## src/rtl/lt_timer_pkg.sv

```systemverilog
package lt_timer_pkg;

  typedef enum logic [1:0] {
    SEL_CTRL  = 2'd0,
    SEL_LIMIT = 2'd1,
    SEL_COUNT = 2'd2
  } wr_sel_e;

  // control byte layout, MSB first
  typedef struct packed {
    logic       clr_flags;
    logic       irq_en;
    logic       auto_clr;
    logic       fine;
    logic       pre_en;
    logic [2:0] rate;
  } ctrl_t;

endpackage

```

## src/rtl/lt_prescaler.sv

```systemverilog
module lt_prescaler #(
  parameter int RATE_W = 3,
  parameter int PRE_W  = 2**RATE_W
) (
  input  logic              clk,
  input  logic              rst_n,
  input  logic              tick,
  input  logic              reload,
  input  logic              pre_en,
  input  logic [RATE_W-1:0] rate,
  output logic              adv
);

  logic [PRE_W-1:0] pre_q;
  logic [PRE_W-1:0] scale;

  always_comb begin
    scale = pre_en ? (PRE_W'(1) << rate) : PRE_W'(1);
    adv   = tick && !reload && (pre_q == PRE_W'(1));
  end

  always_ff @(posedge clk or negedge rst_n) begin
    if (!rst_n) begin
      pre_q <= PRE_W'(1);
    end else if (reload) begin
      pre_q <= scale;
    end else if (tick) begin
      if (pre_q == PRE_W'(1)) pre_q <= scale;
      else                    pre_q <= pre_q - PRE_W'(1);
    end
  end


  pre_nonzero_chk: assert property (@(posedge clk) disable iff (!rst_n)
    pre_q != '0);


  reload_no_adv_chk: assert property (@(posedge clk) disable iff (!rst_n)
    reload |-> !adv);

endmodule

```

## src/rtl/lt_counter.sv

```systemverilog
module lt_counter #(
  parameter int CNT_W    = 16,
  parameter int FINE_INC = 10
) (
  input  logic             clk,
  input  logic             rst_n,
  input  logic             adv,
  input  logic             fine,
  input  logic             auto_clr,
  input  logic [CNT_W-1:0] limit,
  input  logic             wr_cnt,
  input  logic [CNT_W-1:0] wr_data,
  output logic [CNT_W-1:0] count,
  output logic             hit
);

  logic [CNT_W-1:0] inc;
  logic [CNT_W-1:0] sum;
  logic             step;

  always_comb begin
    inc  = fine ? CNT_W'(FINE_INC) : CNT_W'(1);
    sum  = count + inc;
    step = adv && !wr_cnt;
    hit  = step && (sum == limit);
  end

  always_ff @(posedge clk or negedge rst_n) begin
    if (!rst_n)                count <= '0;
    else if (wr_cnt)           count <= wr_data;
    else if (step)             count <= (hit && auto_clr) ? '0 : sum;
  end


  count_hold_chk: assert property (@(posedge clk) disable iff (!rst_n)
    (!adv && !wr_cnt) |=> $stable(count));


  write_wins_chk: assert property (@(posedge clk) disable iff (!rst_n)
    wr_cnt |=> (count == $past(wr_data)));

endmodule

```

## src/rtl/lt_events.sv

```systemverilog
module lt_events (
  input  logic clk,
  input  logic rst_n,
  input  logic hit,
  input  logic clr,
  input  logic irq_en,
  input  logic ack,
  output logic limit_flag,
  output logic lost_flag,
  output logic irq_req
);

  logic active_q;
  logic lim_base, lost_base;

  always_comb begin
    lim_base  = clr ? 1'b0 : limit_flag;
    lost_base = clr ? 1'b0 : lost_flag;
  end

  always_ff @(posedge clk or negedge rst_n) begin
    if (!rst_n) begin
      limit_flag <= 1'b0;
      lost_flag  <= 1'b0;
      active_q   <= 1'b0;
      irq_req    <= 1'b0;
    end else begin
      limit_flag <= lim_base | hit;
      lost_flag  <= lost_base | (hit & lim_base);
      if (ack)      active_q <= 1'b1;
      else if (clr) active_q <= 1'b0;
      if (ack)                               irq_req <= 1'b0;
      else if (hit && irq_en && !active_q)   irq_req <= 1'b1;
    end
  end


  lost_needs_flag_chk: assert property (@(posedge clk) disable iff (!rst_n)
    $rose(lost_flag) |-> $past(limit_flag));


  irq_ack_drop_chk: assert property (@(posedge clk) disable iff (!rst_n)
    ack |=> !irq_req);


  irq_rise_idle_chk: assert property (@(posedge clk) disable iff (!rst_n)
    $rose(irq_req) |-> ($past(!active_q) && $past(irq_en)));

endmodule

```

## src/rtl/lt_interval_timer.sv

```systemverilog
module lt_interval_timer #(
  parameter int CNT_W    = 16,
  parameter int RATE_W   = 3,
  parameter int FINE_INC = 10
) (
  input  logic             clk,
  input  logic             rst_n,
  input  logic             wr_en,
  input  logic [1:0]       wr_sel,
  input  logic [CNT_W-1:0] wr_data,
  input  logic             tick,
  input  logic             irq_ack,
  output logic             irq_req,
  output logic             limit_flag,
  output logic             lost_flag,
  output logic [CNT_W-1:0] count_o
);
  import lt_timer_pkg::*;

  localparam int PRE_W  = 2**RATE_W;
  localparam int CTRL_W = $bits(ctrl_t);

  ctrl_t            ctrl_q, ctrl_in;
  logic [CNT_W-1:0] limit_q;
  logic             wr_ctrl, wr_lim, wr_cnt;
  logic             adv, hit;

  always_comb begin
    ctrl_in = ctrl_t'(wr_data[CTRL_W-1:0]);
    wr_ctrl = wr_en && (wr_sel == SEL_CTRL);
    wr_lim  = wr_en && (wr_sel == SEL_LIMIT);
    wr_cnt  = wr_en && (wr_sel == SEL_COUNT);
  end

  always_ff @(posedge clk or negedge rst_n) begin
    if (!rst_n) begin
      ctrl_q  <= '0;
      limit_q <= '1;
    end else begin
      if (wr_ctrl) begin
        ctrl_q           <= ctrl_in;
        ctrl_q.clr_flags <= 1'b0;
      end
      if (wr_lim) limit_q <= wr_data;
    end
  end

  lt_prescaler #(.RATE_W(RATE_W), .PRE_W(PRE_W)) u_pre (
    .clk    (clk),
    .rst_n  (rst_n),
    .tick   (tick),
    .reload (wr_ctrl),
    .pre_en (wr_ctrl ? ctrl_in.pre_en : ctrl_q.pre_en),
    .rate   (wr_ctrl ? ctrl_in.rate   : ctrl_q.rate),
    .adv    (adv)
  );

  lt_counter #(.CNT_W(CNT_W), .FINE_INC(FINE_INC)) u_cnt (
    .clk      (clk),
    .rst_n    (rst_n),
    .adv      (adv),
    .fine     (ctrl_q.fine),
    .auto_clr (ctrl_q.auto_clr),
    .limit    (limit_q),
    .wr_cnt   (wr_cnt),
    .wr_data  (wr_data),
    .count    (count_o),
    .hit      (hit)
  );

  lt_events u_evt (
    .clk        (clk),
    .rst_n      (rst_n),
    .hit        (hit),
    .clr        (wr_ctrl && ctrl_in.clr_flags),
    .irq_en     (ctrl_q.irq_en),
    .ack        (irq_ack),
    .limit_flag (limit_flag),
    .lost_flag  (lost_flag),
    .irq_req    (irq_req)
  );


  clear_flags_chk: assert property (@(posedge clk) disable iff (!rst_n)
    (wr_ctrl && ctrl_in.clr_flags) |=> (!limit_flag && !lost_flag));


  auto_zero_chk: assert property (@(posedge clk) disable iff (!rst_n)
    (hit && ctrl_q.auto_clr) |=> (count_o == '0));

endmodule

```

## config.mk

```make
export PLATFORM = sky130hd
export DESIGN_NAME = lt_interval_timer
export DESIGN_NICKNAME = d
export VERILOG_FILES = /design/src/rtl/lt_timer_pkg.sv /design/src/rtl/lt_prescaler.sv /design/src/rtl/lt_counter.sv /design/src/rtl/lt_events.sv /design/src/rtl/lt_interval_timer.sv
export SDC_FILE = /design/constraint.sdc
export NUM_CORES = 1
export LEC_CHECK = 0
export ABC_AREA = 1
export BUFFER_PORTS_ARGS = -buffer_cell sky130_fd_sc_hd__buf_2
export CORE_ASPECT_RATIO = 0.75
export CORE_MARGIN = 2
export CORE_UTILIZATION = 50
export DETAILED_ROUTE_END_ITERATION = 10
export HOLD_SLACK_MARGIN = 0.05
export PLACE_DENSITY = 0.77
export SLEW_MARGIN = 20
export SYNTH_ARGS = -nofsm -noshare
export SYNTH_HDL_FRONTEND = slang
export SYNTH_HIERARCHICAL = 1
export SYNTH_SLANG_ARGS = --single-unit
export TNS_END_PERCENT = 30
```

## constraint.sdc

```tcl
create_clock -name clk -period 3.15 [get_ports clk]
set_input_delay 0.1575 -clock clk [delete_from_list [all_inputs] [get_ports clk]]
set_output_delay 0.1575 -clock clk [all_outputs]
set_load 0.1 [all_outputs]
```

# Word-level counts from Yosys, hierarchy flattened
# Index checks and enable logic that the tools add are counted.
totals:
  register_bits: 51
  input_bits: 23
  out_inout_bits: 19
  elab_cells: 57
op_classes:
  add_sub_neg: 2
  eq_ne: 4
  n_shift: 1
  mux: 16
  bitwise_logic: 3
  reduce_logical: 19
op_table:
  columns: ["cell", "count"]
  rows:
  - ["$mux 16", 3]
  - ["$mux 8", 4]
  - ["$add 16x16->16", 1]
  - ["$eq 16x16->1", 1]
  - ["$logic_and 1x1->1", 11]
  - ["$eq 8x1->1 const B", 1]
  - ["$reduce_bool 2->1", 4]
  - ["$shl 1x3->8 const A", 1]
  - ["$sub 8x1->8 const B", 1]
  - ["$mux 1", 7]
  - ["$mux 4", 1]
  - ["$logic_not 1->1", 3]
  - ["$mux 3", 1]
  - ["$eq 2x1->1 const B", 1]
  - ["$eq 2x2->1 const B", 1]
  - ["$logic_not 2->1", 1]
  - ["$or 1x1->1", 2]
  - ["$and 1x1->1", 1]

# Depth between registers and ports, before layout
# Gate-level depths: netlist (run 1).
depth:
  ltp_word: 11
  depth_mapped: 19
  depth_no_buf: 17

# Modules after synthesis
# Netlist (run 1), hierarchy kept.
modules_own_cells:
  columns: ["mod", "instances", "cells_per_inst", "area_per_inst_um2", "seq_area_each_um2"]
  rows:
  - ["lt_counter", 1, 262, 1672.9, 400.4]
  - ["lt_interval_timer", 1, 111, 1041.0, 595.6]
  - ["lt_prescaler", 1, 113, 724.4, 201.4]
  - ["lt_events", 1, 13, 148.9, 100.1]

# Worst setup path before layout (run 1)
# No wires, ideal clock.
synth_path:
  kind: "flip-flop to flip-flop"
  startpoint: "register u_cnt.count[0]"
  endpoint: "register u_cnt.count[7]"
  setup_ns: 0.125
  arrival_time_ns: 2.767
  required_time_ns: 3.025
  slack_ns: 0.258
  path_stages_with_launch: 18
  path_buffers: 1
  period_less_slack_ns: 2.892
  cell_sequence: "dfrtp_1 > ha_1 > fa_1 > nand3_2 > nand2_4 > nand2_2 > nand2_1 > nand2_1 > nand2_1 > nand2_1 > nand2_1 > nor2_1 > nand2_1 > nor2_4 > nand4_4 > buf_6 > nand2_2 > nand2_1"
synth_between:
  elab_chain_len: 7
synth_lines:
  columns: ["element", "line_no", "rtl"]
  rows:
  - ["start, declared", "lt_counter.sv:13", "output logic [CNT_W-1:0] count,"]
  - ["start signal, assigned", "lt_counter.sv:30", "else if (wr_cnt) count <= wr_data;"]
  - ["start signal, assigned", "lt_counter.sv:31", "else if (step) count <= (hit && auto_clr) ? '0 : sum;"]
  - ["$add 16x16->16 (*)", "lt_counter.sv:23", "sum = count + inc;"]
  - ["$eq 16x16->1", "lt_counter.sv:25", "hit = step && (sum == limit);"]
  - ["$logic_and 1x1->1", "lt_counter.sv:25", null]
  - ["$logic_and 1x1->1", "lt_counter.sv:31", null]
  - ["$mux 16 (*) (2 in series)", "lt_counter.sv:31", null]
  - ["$mux 16 (*)", "lt_counter.sv:30", null]
# Mark *: on every way between the ends. The rest lies on a longest branch, timed or not. The select of a mux whose other input is x is not followed.
# A chain may end at the register's enable or synchronous reset.

# Worst setup path in the final report (run 1)
layout_path:
  startpoint: "register ctrl_q[4] (netlist name)"
  endpoint: "register u_cnt.count[1]"
layout_between:
  elab_chain_len: 8
layout_lines:
  columns: ["element", "line_no", "rtl"]
  rows:
  - ["start, declared", "lt_interval_timer.sv:23", "ctrl_t ctrl_q, ctrl_in;"]
  - ["start signal, assigned", "lt_interval_timer.sv:41", "ctrl_q <= ctrl_in;"]
  - ["$mux 4 (*)", "lt_counter.sv:22", "inc = fine ? CNT_W'(FINE_INC) : CNT_W'(1);"]
  - ["$add 16x16->16 (*)", "lt_counter.sv:23", null]
  - ["$eq 16x16->1", "lt_counter.sv:25", null]
  - ["$logic_and 1x1->1", "lt_counter.sv:25", null]
  - ["$logic_and 1x1->1", "lt_counter.sv:31", null]
  - ["$mux 16 (*) (2 in series)", "lt_counter.sv:31", null]
  - ["$mux 16 (*)", "lt_counter.sv:30", null]
# Marked as above.

==> report_table.html, run 1 <==
<table>
<tr><th>Metric</th><th>Value</th></tr>
<tr><th colspan="2">STA</th></tr>
<tr><td>Final setup violating endpoints</td><td>0</td></tr>
<tr><td>Count of endpoints failing hold in the final timing report</td><td>0</td></tr>
<tr><td>Min cycle time layout</td><td>2.81 ns</td></tr>
<tr><td>Post-route clock skew</td><td>0.0101 ns</td></tr>
<tr><td>Share of the clock period used by the worst path after layout</td><td>89.2%</td></tr>
<tr><td>Setup repair after global routing missed its margin</td><td>false</td></tr>
<tr><td>Total Negative Setup Slacks</td><td>0 ns</td></tr>
<tr><td>Max-slew violation total from the final report</td><td>0</td></tr>
<tr><td>Worst hold margin</td><td>0.0773 ns</td></tr>
<tr><td>Highest Clock Rate</td><td>356 MHz</td></tr>
<tr><td>Actual transition at the worst max-transition pin</td><td>0.520 ns</td></tr>
<tr><td>Relative slew slack</td><td>65.3%</td></tr>
<tr><th colspan="2">Hold path</th></tr>
<tr><td>Worst min-delay path endpoint</td><td>limit_q[10]$_DFFE_PN1P_</td></tr>
<tr><td>Hold Crit Start</td><td>wr_data[10]</td></tr>
<tr><td>Class of the tightest hold or removal check</td><td>in2reg</td></tr>
<tr><td>Worst hold path stage count</td><td>3</td></tr>
<tr><th colspan="2">Global route</th></tr>
<tr><td>Pin count of the biggest net entering global routing</td><td>30</td></tr>
<tr><td>Global-route wire length before repair</td><td>15,700 um</td></tr>
<tr><td>GRT Resource Usage Total</td><td>25.2%</td></tr>
<tr><td>Leftover overflow at the end of global routing</td><td>0</td></tr>
<tr><td>Number of antenna violations at the first check in global routing</td><td>0</td></tr>
<tr><td>Vias in the first global route</td><td>3,139</td></tr>
<tr><th colspan="2">Pwr</th></tr>
<tr><td>Static power due to leakage</td><td>2.06 nW</td></tr>
<tr><td>VDD IR-drop max</td><td>0.000420 V</td></tr>
<tr><td>Power per cell area</td><td>906 nW/um2</td></tr>
<tr><th colspan="2">Route</th></tr>
<tr><td>DRC violations left</td><td>0</td></tr>
<tr><td>Total wire length</td><td>9630 um</td></tr>
<tr><td>Avg Vias per Cell</td><td>5.48</td></tr>
<tr><td>Wire length per cell</td><td>15.0 um</td></tr>
<tr><td>DR vias</td><td>3,515</td></tr>
<tr><td>Number of optimization iterations in the first detailed-route pass</td><td>5</td></tr>
<tr><td>Count of antenna-violating nets left after detailed routing</td><td>0</td></tr>
<tr><td>DR iter-0 viols</td><td>412</td></tr>
<tr><th colspan="2">Synth</th></tr>
<tr><td>Async set or reset register ratio after synthesis</td><td>100%</td></tr>
<tr><td>Cell area after synthesis</td><td>3590 um2</td></tr>
<tr><td>Cell type with the largest total area after synthesis</td><td>sky130_fd_sc_hd__dfrtp_1</td></tr>
<tr><td>Post-synthesis average cell area</td><td>7.19 um2</td></tr>
<tr><td>YS warnings</td><td>6</td></tr>
<tr><td>Count of cell types in the netlist</td><td>36</td></tr>
<tr><td>Yosys top cell area share</td><td>23.7%</td></tr>
<tr><td>Number of nets produced by synthesis</td><td>528</td></tr>
<tr><td>Post-synthesis sequential area ratio</td><td>36.2%</td></tr>
<tr><td>Gate count of the mapped netlist</td><td>499</td></tr>
<tr><td>EDFF count, synth</td><td>0</td></tr>
<tr><td>Synth top area cells</td><td>sky130_fd_sc_hd__dfrtp_1 24%, sky130_fd_sc_hd__nand2_1 18%, sky130_fd_sc_hd__dfstp_2 12%</td></tr>
<tr><td>Top FF cell, synth</td><td>sky130_fd_sc_hd__dfrtp_1</td></tr>
<tr><td>Synthesis-stage register bit count</td><td>51</td></tr>
<tr><th colspan="2">Final layout</th></tr>
<tr><td>Layout overhead on the synthesized area</td><td>11.1%</td></tr>
<tr><td>FILL cells</td><td>665</td></tr>
<tr><td>Leading cell types in the layout, fill and taps excluded</td><td>168 x sky130_fd_sc_hd__nand2_1, 49 x sky130_fd_sc_hd__nor2_1, 42 x sky130_fd_sc_hd__inv_1</td></tr>
<tr><td>Most frequent standard cell in the layout excluding fill and tap cells</td><td>sky130_fd_sc_hd__nand2_1</td></tr>
<tr><td>Share of final-layout standard cells stronger than drive strength 1</td><td>24.5%</td></tr>
<tr><td>Nets</td><td>571</td></tr>
<tr><td>Diodes inserted</td><td>0</td></tr>
<tr><th colspan="2">Die</th></tr>
<tr><td>Total die area</td><td>7880 um2</td></tr>
<tr><td>Initial standard-cell utilization of the core</td><td>52.3%</td></tr>
<tr><td>Ports placed on the boundary</td><td>42</td></tr>
<tr><td>Die outline height</td><td>77.4 um</td></tr>
<tr><td>Die boundary width</td><td>102 um</td></tr>
<tr><td>FP Rows</td><td>26</td></tr>
<tr><td>Core Box Area</td><td>6860 um2</td></tr>
<tr><th colspan="2">Worst setup path</th></tr>
<tr><td>Worst reg2reg path depth</td><td>17</td></tr>
<tr><td>Reg-to-reg setup timing slack</td><td>0.34 ns</td></tr>
<tr><td>Crit start category</td><td>flip-flop</td></tr>
<tr><td>Crit path DAT</td><td>3.00 ns</td></tr>
<tr><td>Endpoint of the lowest-slack register-to-register path</td><td>u_cnt/count[1]$_DFFE_PN0P_</td></tr>
<tr><td>Highest fanout seen on the critical path</td><td>16</td></tr>
<tr><td>Type of the worst setup path</td><td>reg2reg</td></tr>
<tr><td>Reg-to-reg startpoint</td><td>ctrl_q[4]$_DFFE_PN0P_</td></tr>
<tr><td>Data required time at the worst endpoint</td><td>3.34 ns</td></tr>
<tr><td>Capturing element type of the critical path</td><td>flip-flop</td></tr>
<tr><th colspan="2">Clock tree</th></tr>
<tr><td>Number of CTS-inserted buffers</td><td>5</td></tr>
<tr><td>Reg clk slew, reported paths</td><td>0.10 ns</td></tr>
<tr><td>Resized cells post-CTS</td><td>0</td></tr>
<tr><td>Number of clock sinks</td><td>51</td></tr>
<tr><td>Maximum number of buffers from clock root to sink</td><td>2</td></tr>
<tr><td>Clk Tree Root Cell</td><td>sky130_fd_sc_hd__clkbuf_8</td></tr>
<tr><td>Clock latency on the worst-skew pair</td><td>0.31 ns</td></tr>
<tr><td>H-Tree Level Count</td><td>2</td></tr>
<tr><td>TritonCTS clock tree</td><td>yes</td></tr>
<tr><th colspan="2">Outcome</th></tr>
<tr><td>Status</td><td>finished clean</td></tr>
<tr><th colspan="2">Placement</th></tr>
<tr><td>Half-perimeter wire length of the detailed placement result</td><td>7020 um</td></tr>
<tr><td>Final weighted congestion of routability-driven global placement</td><td>0.941</td></tr>
<tr><td>Port buffer count</td><td>41</td></tr>
<tr><th colspan="2">Flow run</th></tr>
<tr><td>Number of maximum-capacitance violations</td><td>0</td></tr>
</table>
## where the power goes
group,total (mW),internal [mW],switching [mW]
combinational,2.10,0.534,1.57
clock,0.377,0.153,0.224
sequential,1.13,0.871,0.261
total,3.61,1.56,2.05
## logic make-up (layout without fill, tap and decap cells)
| kind of cell | after synthesis | after routing | share of synthesized area, % |
|---|---|---|---|
| simple gates | 344 | 344 | 46.9 |
| compound gates | 30 | 30 | 5.79 |
| flops | 51 | 51 | 36.2 |
| buf+inv | 63 | 107 | 7.60 |
| xor+xnor | 5 | 5 | 1.22 |
| fa+ha+maj | 6 | 6 | 2.30 |
## worst max-delay path, cell delays in order (launching register included)
cell	delay, ns
sky130_fd_sc_hd__dfrtp_1	0.45
sky130_fd_sc_hd__inv_1	0.07
sky130_fd_sc_hd__ha_1	0.23
sky130_fd_sc_hd__fa_1	0.46
sky130_fd_sc_hd__nand3_2	0.13
sky130_fd_sc_hd__nand2_4	0.09
sky130_fd_sc_hd__nand2_2	0.10
sky130_fd_sc_hd__nand2_1	0.09
sky130_fd_sc_hd__nand2_1	0.08
sky130_fd_sc_hd__nand2_1	0.05
sky130_fd_sc_hd__nand2_1	0.05
sky130_fd_sc_hd__nand2_1	0.04
sky130_fd_sc_hd__nor2_1	0.08
sky130_fd_sc_hd__nand2_1	0.10
sky130_fd_sc_hd__nor2_4	0.14
sky130_fd_sc_hd__nand4_4	0.32
sky130_fd_sc_hd__nand2_1	0.16
sky130_fd_sc_hd__nand2_1	0.07
## metal layers
| layer | track usage [%] | vias up | routed length [um] |
|---|---|---|---|
| li1 | - | 1692 | - |
| met1 | 40.6 | 1668 | 4610 |
| met2 | 35.8 | 150 | 4040 |
| met3 | 4.32 | 5 | 924 |
| met4 | 3.38 | 0 | 47 |
| met5 | 0 | - | 0 |
## cell usage after synthesis (all sizes together), types with 5 or more instances
master / number
nand2: 198
nor2: 62
inv: 50
nand3: 45
dfrtp: 34
nand4: 23
a22oi: 17
dfstp: 17
buf: 10
nand3b: 9
a21oi: 6
ha: 5
## final cells by class
class                      count  area, um2  share of cell area (%)
clock buffer                   5       68.8                    1.73
timing repair buffer          49        270                    6.78
inverter                      50        188                    4.71
clock inverter                 3       15.0                   0.377
sequential                    51       1300                    32.6
multi-input combinational    385       2020                    50.8
tap                           98        123                    3.08
## flip-flops by register name, indices dropped and copies added, names as in the netlist
name              cells
ctrl_q                7
limit_q              16
u_cnt/count          16
u_evt/active_q        1
u_evt/irq_req         1
u_evt/limit_flag      1
u_evt/lost_flag       1
u_pre/pre_q           8
## metrics by stage
stage          cell area, um2  total power, mW  setup slack, ns  util, %  std cells
2_1_floorplan            3590             2.79            0.258        -        499
3_3_place_gp             3880             3.15            0.522     56.5        631
3_5_place_dp             3880             3.20            0.419     56.5        631
4_1_cts                  3980             3.60            0.391     58.0        641
5_1_grt                  3980             3.85            0.135     58.0        641
6_report                 3980             3.61            0.341     58.0        641
## repair_timing
item | in CTS | in global routing
buffers inserted | 0 | 0
endpoints found under the hold margin | 17 | 0
hold buffers | 2 | 0
## how the worst max path moves through the flow
stage / start / endpoint / slack (ns)
3_5_place_dp: ctrl_q[4]$_DFFE_PN0P_ / u_cnt/count[3]$_DFFE_PN0P_ / 0.42
6_report: ctrl_q[4]$_DFFE_PN0P_ / u_cnt/count[1]$_DFFE_PN0P_ / 0.34
4_1_cts: ctrl_q[4]$_DFFE_PN0P_ / u_cnt/count[1]$_DFFE_PN0P_ / 0.39
3_3_place_gp: u_pre/pre_q[0]$_DFFE_PN1P_ / u_cnt/count[14]$_DFFE_PN0P_ / 0.52
2_1_floorplan: u_cnt/count[0]$_DFFE_PN0P_ / u_cnt/count[7]$_DFFE_PN0P_ / 0.26
5_1_grt: ctrl_q[4]$_DFFE_PN0P_ / u_cnt/count[3]$_DFFE_PN0P_ / 0.14
Note: power is estimated with default switching activity, not from simulation.
==> inputs of run 2 (changes only) <==
- CELL_PAD_IN_SITES_DETAIL_PLACEMENT: not set -> 0
- CELL_PAD_IN_SITES_GLOBAL_PLACEMENT: not set -> 1
- CORE_UTILIZATION: 50 -> 43
- CTS_BUF_LIST: not set -> sky130_fd_sc_hd__clkbuf_4 sky130_fd_sc_hd__clkbuf_8 sky130_fd_sc_hd__clkbuf_16
- PLACE_DENSITY: 0.77 -> 0.88
- clock period: 3.15 -> 2.9 ns (I/O delays scaled with it)
==> run 2 against run 1 <==
  * Global-route usage is 2.3 points lower
  * First-iteration DRC count shrank 36%
  * Utilization shrank 7.2 points
  * Register-to-register slack worse by 0.12 ns
  * Worst setup slack worse by 0.12 ns
  * Clock skew about the same
  * Via count is 2.6% lower
  * Count of clock-buffer cells in the layout rose by 2
  * Clock power rose by 38%
  * Routed wire length up 2.7%
  * Cell count rose by 1.7%
  * Cell area up 1.9%
  * Largest power group unchanged
==> report_table.html, run 2 (synthesis gave the netlist of run 1 again) <==
<table>
<tr><th>Metric</th><th>Value</th></tr>
<tr><th colspan="2">Placement</th></tr>
<tr><td>Final weighted congestion of routability-driven global placement</td><td>0.858 (was 0.941)</td></tr>
<tr><td>Port buffer count</td><td>41 (unchanged)</td></tr>
<tr><td>Area after detailed placement</td><td>3900 um2 (was 3880 um2)</td></tr>
<tr><td>Half-perimeter wire length of the detailed placement result</td><td>7200 um (was 7020 um)</td></tr>
<tr><th colspan="2">Die</th></tr>
<tr><td>Die boundary width</td><td>109 um (was 102 um)</td></tr>
<tr><td>Total die area</td><td>9100 um2 (was 7880 um2)</td></tr>
<tr><td>Ports placed on the boundary</td><td>42 (unchanged)</td></tr>
<tr><td>FP Rows</td><td>28 (was 26)</td></tr>
<tr><td>Core Box Area</td><td>7990 um2 (was 6860 um2)</td></tr>
<tr><td>Die outline height</td><td>83.1 um (was 77.4 um)</td></tr>
<tr><td>Initial standard-cell utilization of the core</td><td>44.9% (was 52.3%)</td></tr>
<tr><th colspan="2">STA</th></tr>
<tr><td>Count of endpoints failing hold in the final timing report</td><td>0 (unchanged)</td></tr>
<tr><td>Max-slew violation total from the final report</td><td>0 (unchanged)</td></tr>
<tr><td>Highest Clock Rate</td><td>374 MHz (was 356 MHz)</td></tr>
<tr><td>Min cycle time layout</td><td>2.68 ns (was 2.81 ns)</td></tr>
<tr><td>Total Negative Setup Slacks</td><td>0 ns (unchanged)</td></tr>
<tr><td>Actual transition at the worst max-transition pin</td><td>0.637 ns (was 0.520 ns)</td></tr>
<tr><td>Share of the clock period used by the worst path after layout</td><td>92.2% (was 89.2%)</td></tr>
<tr><td>Setup repair after global routing missed its margin</td><td>false (unchanged)</td></tr>
<tr><td>Relative slew slack</td><td>57.4% (was 65.3%)</td></tr>
<tr><td>Post-route clock skew</td><td>0.00998 ns (was 0.0101 ns)</td></tr>
<tr><td>Final setup violating endpoints</td><td>0 (unchanged)</td></tr>
<tr><th colspan="2">Clock tree</th></tr>
<tr><td>Reg clk slew, reported paths</td><td>0.10 ns (about the same)</td></tr>
<tr><td>Number of CTS-inserted buffers</td><td>5 (unchanged)</td></tr>
<tr><td>Maximum number of buffers from clock root to sink</td><td>2 (unchanged)</td></tr>
<tr><td>Number of clock sinks</td><td>51 (unchanged)</td></tr>
<tr><td>Clk Tree Root Cell</td><td>sky130_fd_sc_hd__clkbuf_8 (unchanged)</td></tr>
<tr><td>Clock latency on the worst-skew pair</td><td>0.31 ns (about the same)</td></tr>
<tr><td>H-Tree Level Count</td><td>2 (unchanged)</td></tr>
<tr><td>TritonCTS clock tree</td><td>yes (unchanged)</td></tr>
<tr><th colspan="2">Worst setup path</th></tr>
<tr><td>Buffers plus inverters on the worst setup path</td><td>2 (was 1)</td></tr>
<tr><td>Reg-to-reg startpoint</td><td>ctrl_q[4]$_DFFE_PN0P_ (unchanged)</td></tr>
<tr><td>First element of the critical path</td><td>ctrl_q[4]$_DFFE_PN0P_ (unchanged)</td></tr>
<tr><td>Crit start category</td><td>flip-flop (unchanged)</td></tr>
<tr><td>Cell breakdown of the critical path</td><td>inv_1 -&gt; ha_1 -&gt; fa_2 -&gt; nand3_2 -&gt; nand2_4 -&gt; nand2_2 -&gt; nand2_1 -&gt; nand2_1 -&gt; nand2_1 -&gt; nand2_1 -&gt; nand2_1 -&gt; nor2_1 -&gt; nand2_1 -&gt; nor2_4 -&gt; nand4_4 -&gt; buf_4 -&gt; nand2_1 -&gt; nand2_1 (was inv_1 -&gt; ha_1 -&gt; fa_1 -&gt; nand3_2 -&gt; nand2_4 -&gt; nand2_2 -&gt; nand2_1 -&gt; nand2_1 -&gt; nand2_1 -&gt; nand2_1 -&gt; nand2_1 -&gt; nor2_1 -&gt; nand2_1 -&gt; nor2_4 -&gt; nand4_4 -&gt; nand2_1 -&gt; nand2_1)</td></tr>
<tr><td>Capturing element type of the critical path</td><td>flip-flop (unchanged)</td></tr>
<tr><td>Library cell contributing the largest single delay on the critical path</td><td>sky130_fd_sc_hd__dfrtp_2 (was sky130_fd_sc_hd__fa_1)</td></tr>
<tr><td>Type of the worst setup path</td><td>reg2reg (unchanged)</td></tr>
<tr><td>Data required time at the worst endpoint</td><td>3.10 ns (was 3.34 ns)</td></tr>
<tr><td>Highest fanout seen on the critical path</td><td>9 (was 16)</td></tr>
<tr><td>Crit path DAT</td><td>2.88 ns (was 3.00 ns)</td></tr>
<tr><td>CP delay by family, top</td><td>simple AND/OR/NAND/NOR gates (unchanged)</td></tr>
<tr><td>Maximum single-stage delay on the critical path</td><td>0.44 ns (was 0.46 ns)</td></tr>
<tr><td>Most frequent cell on the critical path</td><td>sky130_fd_sc_hd__nand2_1 (unchanged)</td></tr>
<tr><th colspan="2">Global route</th></tr>
<tr><td>Leftover overflow at the end of global routing</td><td>0 (unchanged)</td></tr>
<tr><td>Global-route wire length before repair</td><td>16,400 um (was 15,700 um)</td></tr>
<tr><td>GRT Resource Usage Total</td><td>22.9% (was 25.2%)</td></tr>
<tr><td>Vias in the first global route</td><td>3,239 (was 3,139)</td></tr>
<tr><td>Pin count of the biggest net entering global routing</td><td>33 (was 30)</td></tr>
<tr><td>Number of antenna violations at the first check in global routing</td><td>0 (unchanged)</td></tr>
<tr><th colspan="2">Route</th></tr>
<tr><td>Count of antenna-violating nets left after detailed routing</td><td>0 (unchanged)</td></tr>
<tr><td>Total wire length</td><td>9890 um (was 9630 um)</td></tr>
<tr><td>Wire length per cell</td><td>15.2 um (was 15.0 um)</td></tr>
<tr><td>DR vias</td><td>3,425 (was 3,515)</td></tr>
<tr><td>Number of optimization iterations in the first detailed-route pass</td><td>7 (was 5)</td></tr>
<tr><td>DRC violations left</td><td>0 (unchanged)</td></tr>
<tr><td>DR iter-0 viols</td><td>262 (was 412)</td></tr>
<tr><td>Avg Vias per Cell</td><td>5.25 (was 5.48)</td></tr>
<tr><th colspan="2">Hold path</th></tr>
<tr><td>Hold Crit Start</td><td>wr_data[12] (was wr_data[10])</td></tr>
<tr><td>Class of the tightest hold or removal check</td><td>in2reg (unchanged)</td></tr>
<tr><th colspan="2">Pwr</th></tr>
<tr><td>Clock share of power</td><td>13.0% (was 10.5%)</td></tr>
<tr><td>Internal power summed over all cells</td><td>1.80 mW (was 1.56 mW)</td></tr>
<tr><td>VDD IR-drop max</td><td>0.000448 V (was 0.000420 V)</td></tr>
<tr><td>Static power due to leakage</td><td>2.09 nW (was 2.06 nW)</td></tr>
<tr><td>Relative contribution of sequential cells to total power</td><td>30.7% (was 31.4%)</td></tr>
<tr><td>Power per cell area</td><td>989 nW/um2 (was 906 nW/um2)</td></tr>
<tr><td>Switching part of the total</td><td>55.1% (was 56.8%)</td></tr>
<tr><td>Reported net switching power</td><td>2.21 mW (was 2.05 mW)</td></tr>
<tr><td>Proportion of power drawn by combinational gates</td><td>56.4% (was 58.2%)</td></tr>
<tr><th colspan="2">Final layout</th></tr>
<tr><td>Share of final-layout standard cells stronger than drive strength 1</td><td>25.6% (was 24.5%)</td></tr>
<tr><td>Most frequent standard cell in the layout excluding fill and tap cells</td><td>sky130_fd_sc_hd__nand2_1 (unchanged)</td></tr>
<tr><td>Leading cell types in the layout, fill and taps excluded</td><td>168 x sky130_fd_sc_hd__nand2_1, 49 x sky130_fd_sc_hd__nor2_1, 42 x sky130_fd_sc_hd__inv_1 (unchanged)</td></tr>
<tr><td>Post-route cell area</td><td>4060 um2 (was 3980 um2)</td></tr>
<tr><td>Layout overhead on the synthesized area</td><td>13.1% (was 11.1%)</td></tr>
<tr><td>Top Registers</td><td>limit_q (16), u_cnt/count (16), u_pre/pre_q (8) (unchanged)</td></tr>
<tr><td>Nets</td><td>575 (was 571)</td></tr>
<tr><td>Diodes inserted</td><td>0 (unchanged)</td></tr>
<tr><th colspan="2">Flow run</th></tr>
<tr><td>Number of maximum-capacitance violations</td><td>0 (unchanged)</td></tr>
<tr><th colspan="2">Outcome</th></tr>
<tr><td>Status</td><td>finished clean (unchanged)</td></tr>
</table>
run 2: final timing paths:
path                                          endpoint  slack (ns)  cells past startpoint
max reg2reg                u_cnt/count[15]$_DFFE_PN0P_        0.22                     18
min in group asynchronous  u_cnt/count[10]$_DFFE_PN0P_        0.31                      2
max in group asynchronous       limit_q[0]$_DFFE_PN1P_        1.76                      3
max                        u_cnt/count[15]$_DFFE_PN0P_        0.22                     18
min                            limit_q[12]$_DFFE_PN1P_        0.07                      3
min reg2reg                    limit_q[10]$_DFFE_PN1P_        0.47                      2
run 2: timing repair:
item,in CTS,in global routing
pin swaps,0,0
endpoints found under the hold margin,13,0
resized for setup,0,3
buffers inserted,3,0
setup endpoints to repair,5,19
hold buffers,2,0
run 2: layout make-up:
class / count / area (um2)
timing repair buffer: 53 / 300
tap: 105 / 131
clock buffer: 7 / 83.8
sequential: 51 / 1300
multi-input combinational: 385 / 2030
inverter: 50 / 188
clock inverter: 1 / 30.0
fill: 774 / 3930
run 2: worst register-to-register path: cells and delay by family (launching register included):
family                     cells  cell delay, ns
and+or+nand+nor               14            1.29
buffers and inverters          2            0.25
adders and majority gates      2            0.61
DFF                            1            0.44
run 2: routing by layer:
layer	share of wire, %	vias to the layer above	track usage, %
li1	-	1703	-
met1	51	1586	36.9
met2	41	128	31.8
met3	8.1	8	3.77
met4	0.73	0	4.60
met5	0	-	0
run 2: stage by stage:
| stage | util (%) | setup WS, ns | total power, mW | hold WS, ns | cells |
|---|---|---|---|---|---|
| 2_1_floorplan | - | 0.00795 | 3.03 | -0.151 | 499 |
| 3_3_place_gp | 48.8 | 0.0772 | 3.44 | 0.121 | 639 |
| 3_5_place_dp | 48.8 | 0.0130 | 3.47 | 0.127 | 639 |
| 4_1_cts | 50.7 | 0.101 | 4.01 | 0.0561 | 652 |
| 5_1_grt | 50.8 | 0.0560 | 4.29 | 0.0770 | 652 |
| 6_report | 50.8 | 0.225 | 4.01 | 0.0670 | 652 |
run 2: power groups by stage:
stage,sequential [mW],combinational [mW],clock (mW)
after floorplan,1.92,1.11,0
after global placement,1.23,2.21,0
after detailed placement,1.23,2.24,0
after CTS,1.23,2.25,0.535
after global routing,1.27,2.46,0.569
final,1.23,2.26,0.520
==> inputs of run 3 (changes only) <==
- CORE_MARGIN: 2 -> not set
- RECOVER_POWER: not set -> 25
==> run 3 against run 2 <==
  * The run now ends with capacitance limit, slew limit left
  * Die area shrank 4.2%
  * Cell count is the same
  * Clock power shrank 11%
  * Via count grew 0.93%
  * Non-clock buffer count is the same
  * First-iteration DRC count grew 5.7%
  * Total power shrank 1.2%
  * Utilization shrank 0.47 points
  * Routed wire length grew 1.3%
  * Critical path type is now in2reg
==> report_table.html, run 3 (synthesis gave the netlist of run 1 again) <==
<table>
<tr><th>Metric</th><th>Value</th></tr>
<tr><th colspan="2">Clock tree</th></tr>
<tr><td>Number of clock sinks</td><td>51 (unchanged)</td></tr>
<tr><td>Number of CTS-inserted buffers</td><td>5 (unchanged)</td></tr>
<tr><td>H-Tree Level Count</td><td>2 (unchanged)</td></tr>
<tr><td>Reg clk slew, reported paths</td><td>0.11 ns (was 0.10 ns)</td></tr>
<tr><td>Clk Tree Root Cell</td><td>sky130_fd_sc_hd__clkbuf_8 (unchanged)</td></tr>
<tr><td>TritonCTS clock tree</td><td>yes (unchanged)</td></tr>
<tr><td>Maximum number of buffers from clock root to sink</td><td>2 (unchanged)</td></tr>
<tr><td>Clock latency on the worst-skew pair</td><td>0.31 ns (about the same)</td></tr>
<tr><th colspan="2">STA</th></tr>
<tr><td>Highest Clock Rate</td><td>382 MHz (was 374 MHz)</td></tr>
<tr><td>Count of endpoints failing hold in the final timing report</td><td>0 (unchanged)</td></tr>
<tr><td>Share of the clock period used by the worst path after layout</td><td>90.2% (was 92.2%)</td></tr>
<tr><td>Fin worst setup slack</td><td>0.283 ns (was 0.225 ns)</td></tr>
<tr><td>Relative slew slack</td><td>-33.0% (was 57.4%)</td></tr>
<tr><td>Total Negative Setup Slacks</td><td>0 ns (unchanged)</td></tr>
<tr><td>Post-route clock skew</td><td>0.0112 ns (was 0.00998 ns)</td></tr>
<tr><td>Worst hold margin</td><td>0.0690 ns (was 0.0670 ns)</td></tr>
<tr><td>Actual transition at the worst max-transition pin</td><td>2.00 ns (was 0.637 ns)</td></tr>
<tr><td>Min cycle time layout</td><td>2.62 ns (was 2.68 ns)</td></tr>
<tr><td>Final setup violating endpoints</td><td>0 (unchanged)</td></tr>
<tr><td>Setup repair after global routing missed its margin</td><td>false (unchanged)</td></tr>
<tr><td>Max-slew violation total from the final report</td><td>36 (was 0)</td></tr>
<tr><th colspan="2">Pwr</th></tr>
<tr><td>VDD IR-drop max</td><td>0.000648 V (was 0.000448 V)</td></tr>
<tr><td>Power per cell area</td><td>986 nW/um2 (was 989 nW/um2)</td></tr>
<tr><td>Power Total</td><td>3.96 mW (was 4.01 mW)</td></tr>
<tr><td>Static power due to leakage</td><td>2.06 nW (was 2.09 nW)</td></tr>
<tr><th colspan="2">Final layout</th></tr>
<tr><td>Nets</td><td>575 (unchanged)</td></tr>
<tr><td>Diodes inserted</td><td>0 (unchanged)</td></tr>
<tr><td>FILL cells</td><td>814 (was 774)</td></tr>
<tr><td>Layout overhead on the synthesized area</td><td>12.1% (was 13.1%)</td></tr>
<tr><td>Share of final-layout standard cells stronger than drive strength 1</td><td>23.8% (was 25.6%)</td></tr>
<tr><td>Final core utilization</td><td>50.3% (was 50.8%)</td></tr>
<tr><td>Post-route cell area</td><td>4020 um2 (was 4060 um2)</td></tr>
<tr><td>Leading cell types in the layout, fill and taps excluded</td><td>170 x sky130_fd_sc_hd__nand2_1, 50 x sky130_fd_sc_hd__nor2_1, 42 x sky130_fd_sc_hd__nand3_1, 42 x sky130_fd_sc_hd__inv_1, 39 x sky130_fd_sc_hd__buf_2 (was 168 x sky130_fd_sc_hd__nand2_1, 49 x sky130_fd_sc_hd__nor2_1, 42 x sky130_fd_sc_hd__inv_1)</td></tr>
<tr><td>Final standard cell count with taps included and fillers excluded</td><td>652 (unchanged)</td></tr>
<tr><td>Most frequent standard cell in the layout excluding fill and tap cells</td><td>sky130_fd_sc_hd__nand2_1 (unchanged)</td></tr>
<tr><td>Top Registers</td><td>limit_q (16), u_cnt/count (16), u_pre/pre_q (8) (unchanged)</td></tr>
<tr><th colspan="2">Global route</th></tr>
<tr><td>Pin count of the biggest net entering global routing</td><td>36 (was 33)</td></tr>
<tr><td>Global-route wire length before repair</td><td>16,400 um (about the same)</td></tr>
<tr><td>Leftover overflow at the end of global routing</td><td>0 (unchanged)</td></tr>
<tr><td>Number of antenna violations at the first check in global routing</td><td>0 (unchanged)</td></tr>
<tr><td>GRT Resource Usage Total</td><td>24.6% (was 22.9%)</td></tr>
<tr><td>Vias in the first global route</td><td>3,191 (was 3,239)</td></tr>
<tr><th colspan="2">Die</th></tr>
<tr><td>Ports placed on the boundary</td><td>42 (unchanged)</td></tr>
<tr><td>Die outline height</td><td>81.1 um (was 83.1 um)</td></tr>
<tr><td>Core Box Area</td><td>7990 um2 (unchanged)</td></tr>
<tr><td>Total die area</td><td>8720 um2 (was 9100 um2)</td></tr>
<tr><td>FP Rows</td><td>28 (unchanged)</td></tr>
<tr><td>Initial standard-cell utilization of the core</td><td>44.9% (unchanged)</td></tr>
<tr><td>Die boundary width</td><td>107 um (was 109 um)</td></tr>
<tr><th colspan="2">Worst setup path</th></tr>
<tr><td>Crit path DAT</td><td>2.87 ns (was 2.88 ns)</td></tr>
<tr><td>Type of the worst setup path</td><td>in2reg (was reg2reg)</td></tr>
<tr><td>Highest fanout seen on the critical path</td><td>9 (unchanged)</td></tr>
<tr><td>Capturing element type of the critical path</td><td>flip-flop (unchanged)</td></tr>
<tr><td>Data required time at the worst endpoint</td><td>3.15 ns (was 3.10 ns)</td></tr>
<tr><td>Crit start category</td><td>input port (was flip-flop)</td></tr>
<tr><th colspan="2">Route</th></tr>
<tr><td>Avg Vias per Cell</td><td>5.30 (was 5.25)</td></tr>
<tr><td>Count of antenna-violating nets left after detailed routing</td><td>0 (unchanged)</td></tr>
<tr><td>DR vias</td><td>3,457 (was 3,425)</td></tr>
<tr><td>Number of optimization iterations in the first detailed-route pass</td><td>5 (was 7)</td></tr>
<tr><td>Total wire length</td><td>10,000 um (was 9890 um)</td></tr>
<tr><td>DRC violations left</td><td>0 (unchanged)</td></tr>
<tr><td>Wire length per cell</td><td>15.4 um (was 15.2 um)</td></tr>
<tr><td>DR iter-0 viols</td><td>277 (was 262)</td></tr>
<tr><th colspan="2">Hold path</th></tr>
<tr><td>Class of the tightest hold or removal check</td><td>in2reg (unchanged)</td></tr>
<tr><th colspan="2">Outcome</th></tr>
<tr><td>Violations in the final reports</td><td>capacitance limit, slew limit</td></tr>
<tr><td>Status</td><td>finished with violations (was finished clean)</td></tr>
<tr><th colspan="2">Flow run</th></tr>
<tr><td>Number of maximum-capacitance violations</td><td>1 (was 0)</td></tr>
<tr><th colspan="2">Placement</th></tr>
<tr><td>Area after detailed placement</td><td>3900 um2 (unchanged)</td></tr>
<tr><td>Instance count after placement with tap cells included</td><td>639 (unchanged)</td></tr>
<tr><td>Port buffer count</td><td>41 (unchanged)</td></tr>
<tr><td>Final weighted congestion of routability-driven global placement</td><td>0.926 (was 0.858)</td></tr>
<tr><td>Pre-CTS setup slack</td><td>0.0740 ns (was 0.0130 ns)</td></tr>
<tr><td>Half-perimeter wire length of the detailed placement result</td><td>7290 um (was 7200 um)</td></tr>
</table>
-- run 3: cell count changes in the layout (fill, tap and decap cells not counted), moves of 2 or more --
cell	change
sky130_fd_sc_hd__nand2_1	+2
sky130_fd_sc_hd__clkbuf_4	-2
sky130_fd_sc_hd__buf_4	-4
sky130_fd_sc_hd__dlygate4sd3_1	+2
sky130_fd_sc_hd__buf_2	-2
sky130_fd_sc_hd__clkbuf_1	+3
sky130_fd_sc_hd__inv_6	+2
-- run 3: worst max-delay path, stage by stage --
cell                      delay [ns]
sky130_fd_sc_hd__buf_2          0.12
sky130_fd_sc_hd__nor2_1         0.51
sky130_fd_sc_hd__nand2_1        0.48
sky130_fd_sc_hd__inv_2          0.24
sky130_fd_sc_hd__inv_2          0.09
sky130_fd_sc_hd__nand2_1        0.17
sky130_fd_sc_hd__nor2_1         0.10
sky130_fd_sc_hd__nor2_1         0.53
sky130_fd_sc_hd__buf_4          0.31
sky130_fd_sc_hd__a22oi_1        0.09
sky130_fd_sc_hd__nand2_1        0.09
-- run 3: timing repair --
action	in CTS	in global routing
buffers inserted	0	1
endpoints found under the setup margin	0	18
gates resized for setup	0	3
endpoints found under the hold margin	26	0
hold buffers	4	0
-- run 3: power by group --
| part | internal [mW] | total [mW] | switching, mW |
|---|---|---|---|
| combinational | 0.578 | 2.27 | 1.69 |
| sequential | 0.946 | 1.24 | 0.290 |
| clock | 0.179 | 0.461 | 0.282 |
-- run 3: routing by layer --
metal,vias up,track usage (%),wire (um)
met2,125,35.8,4140
met3,2,3.29,795
met5,-,0,0
met1,1627,38.6,5050
met4,0,4.11,30
li1,1703,-,-
-- run 3: path summary, 6_finish.rpt --
check / startpoint / endpoint / slack [ns] / depth (start not counted)
worst max register to register: ctrl_q[4]$_DFFE_PN0P_ / u_evt/irq_req$_DFFE_PN0P_ / 0.30 / 17
worst min register to register: limit_q[10]$_DFFE_PN1P_ / limit_q[10]$_DFFE_PN1P_ / 0.47 / 2
max in group asynchronous: rst_n / limit_q[0]$_DFFE_PN1P_ / 0.74 / 3
worst min-delay path: wr_data[9] / limit_q[9]$_DFFE_PN1P_ / 0.07 / 3
worst max-delay path: wr_sel[0] / u_cnt/count[12]$_DFFE_PN0P_ / 0.28 / 11
min in group asynchronous: rst_n / u_cnt/count[7]$_DFFE_PN0P_ / 0.92 / 2
-- run 3: cell type report --
| cell class | count | area, um2 | share of cell area (%) |
|---|---|---|---|
| multi-input cells | 385 | 2000 | 49.6 |
| flip-flops and latches | 51 | 1300 | 32.3 |
| repair buffers | 53 | 312 | 7.75 |
| inverters | 50 | 188 | 4.67 |
| well taps | 105 | 131 | 3.27 |
| clock buffers | 5 | 68.8 | 1.71 |
| clock inverters | 3 | 26.3 | 0.654 |
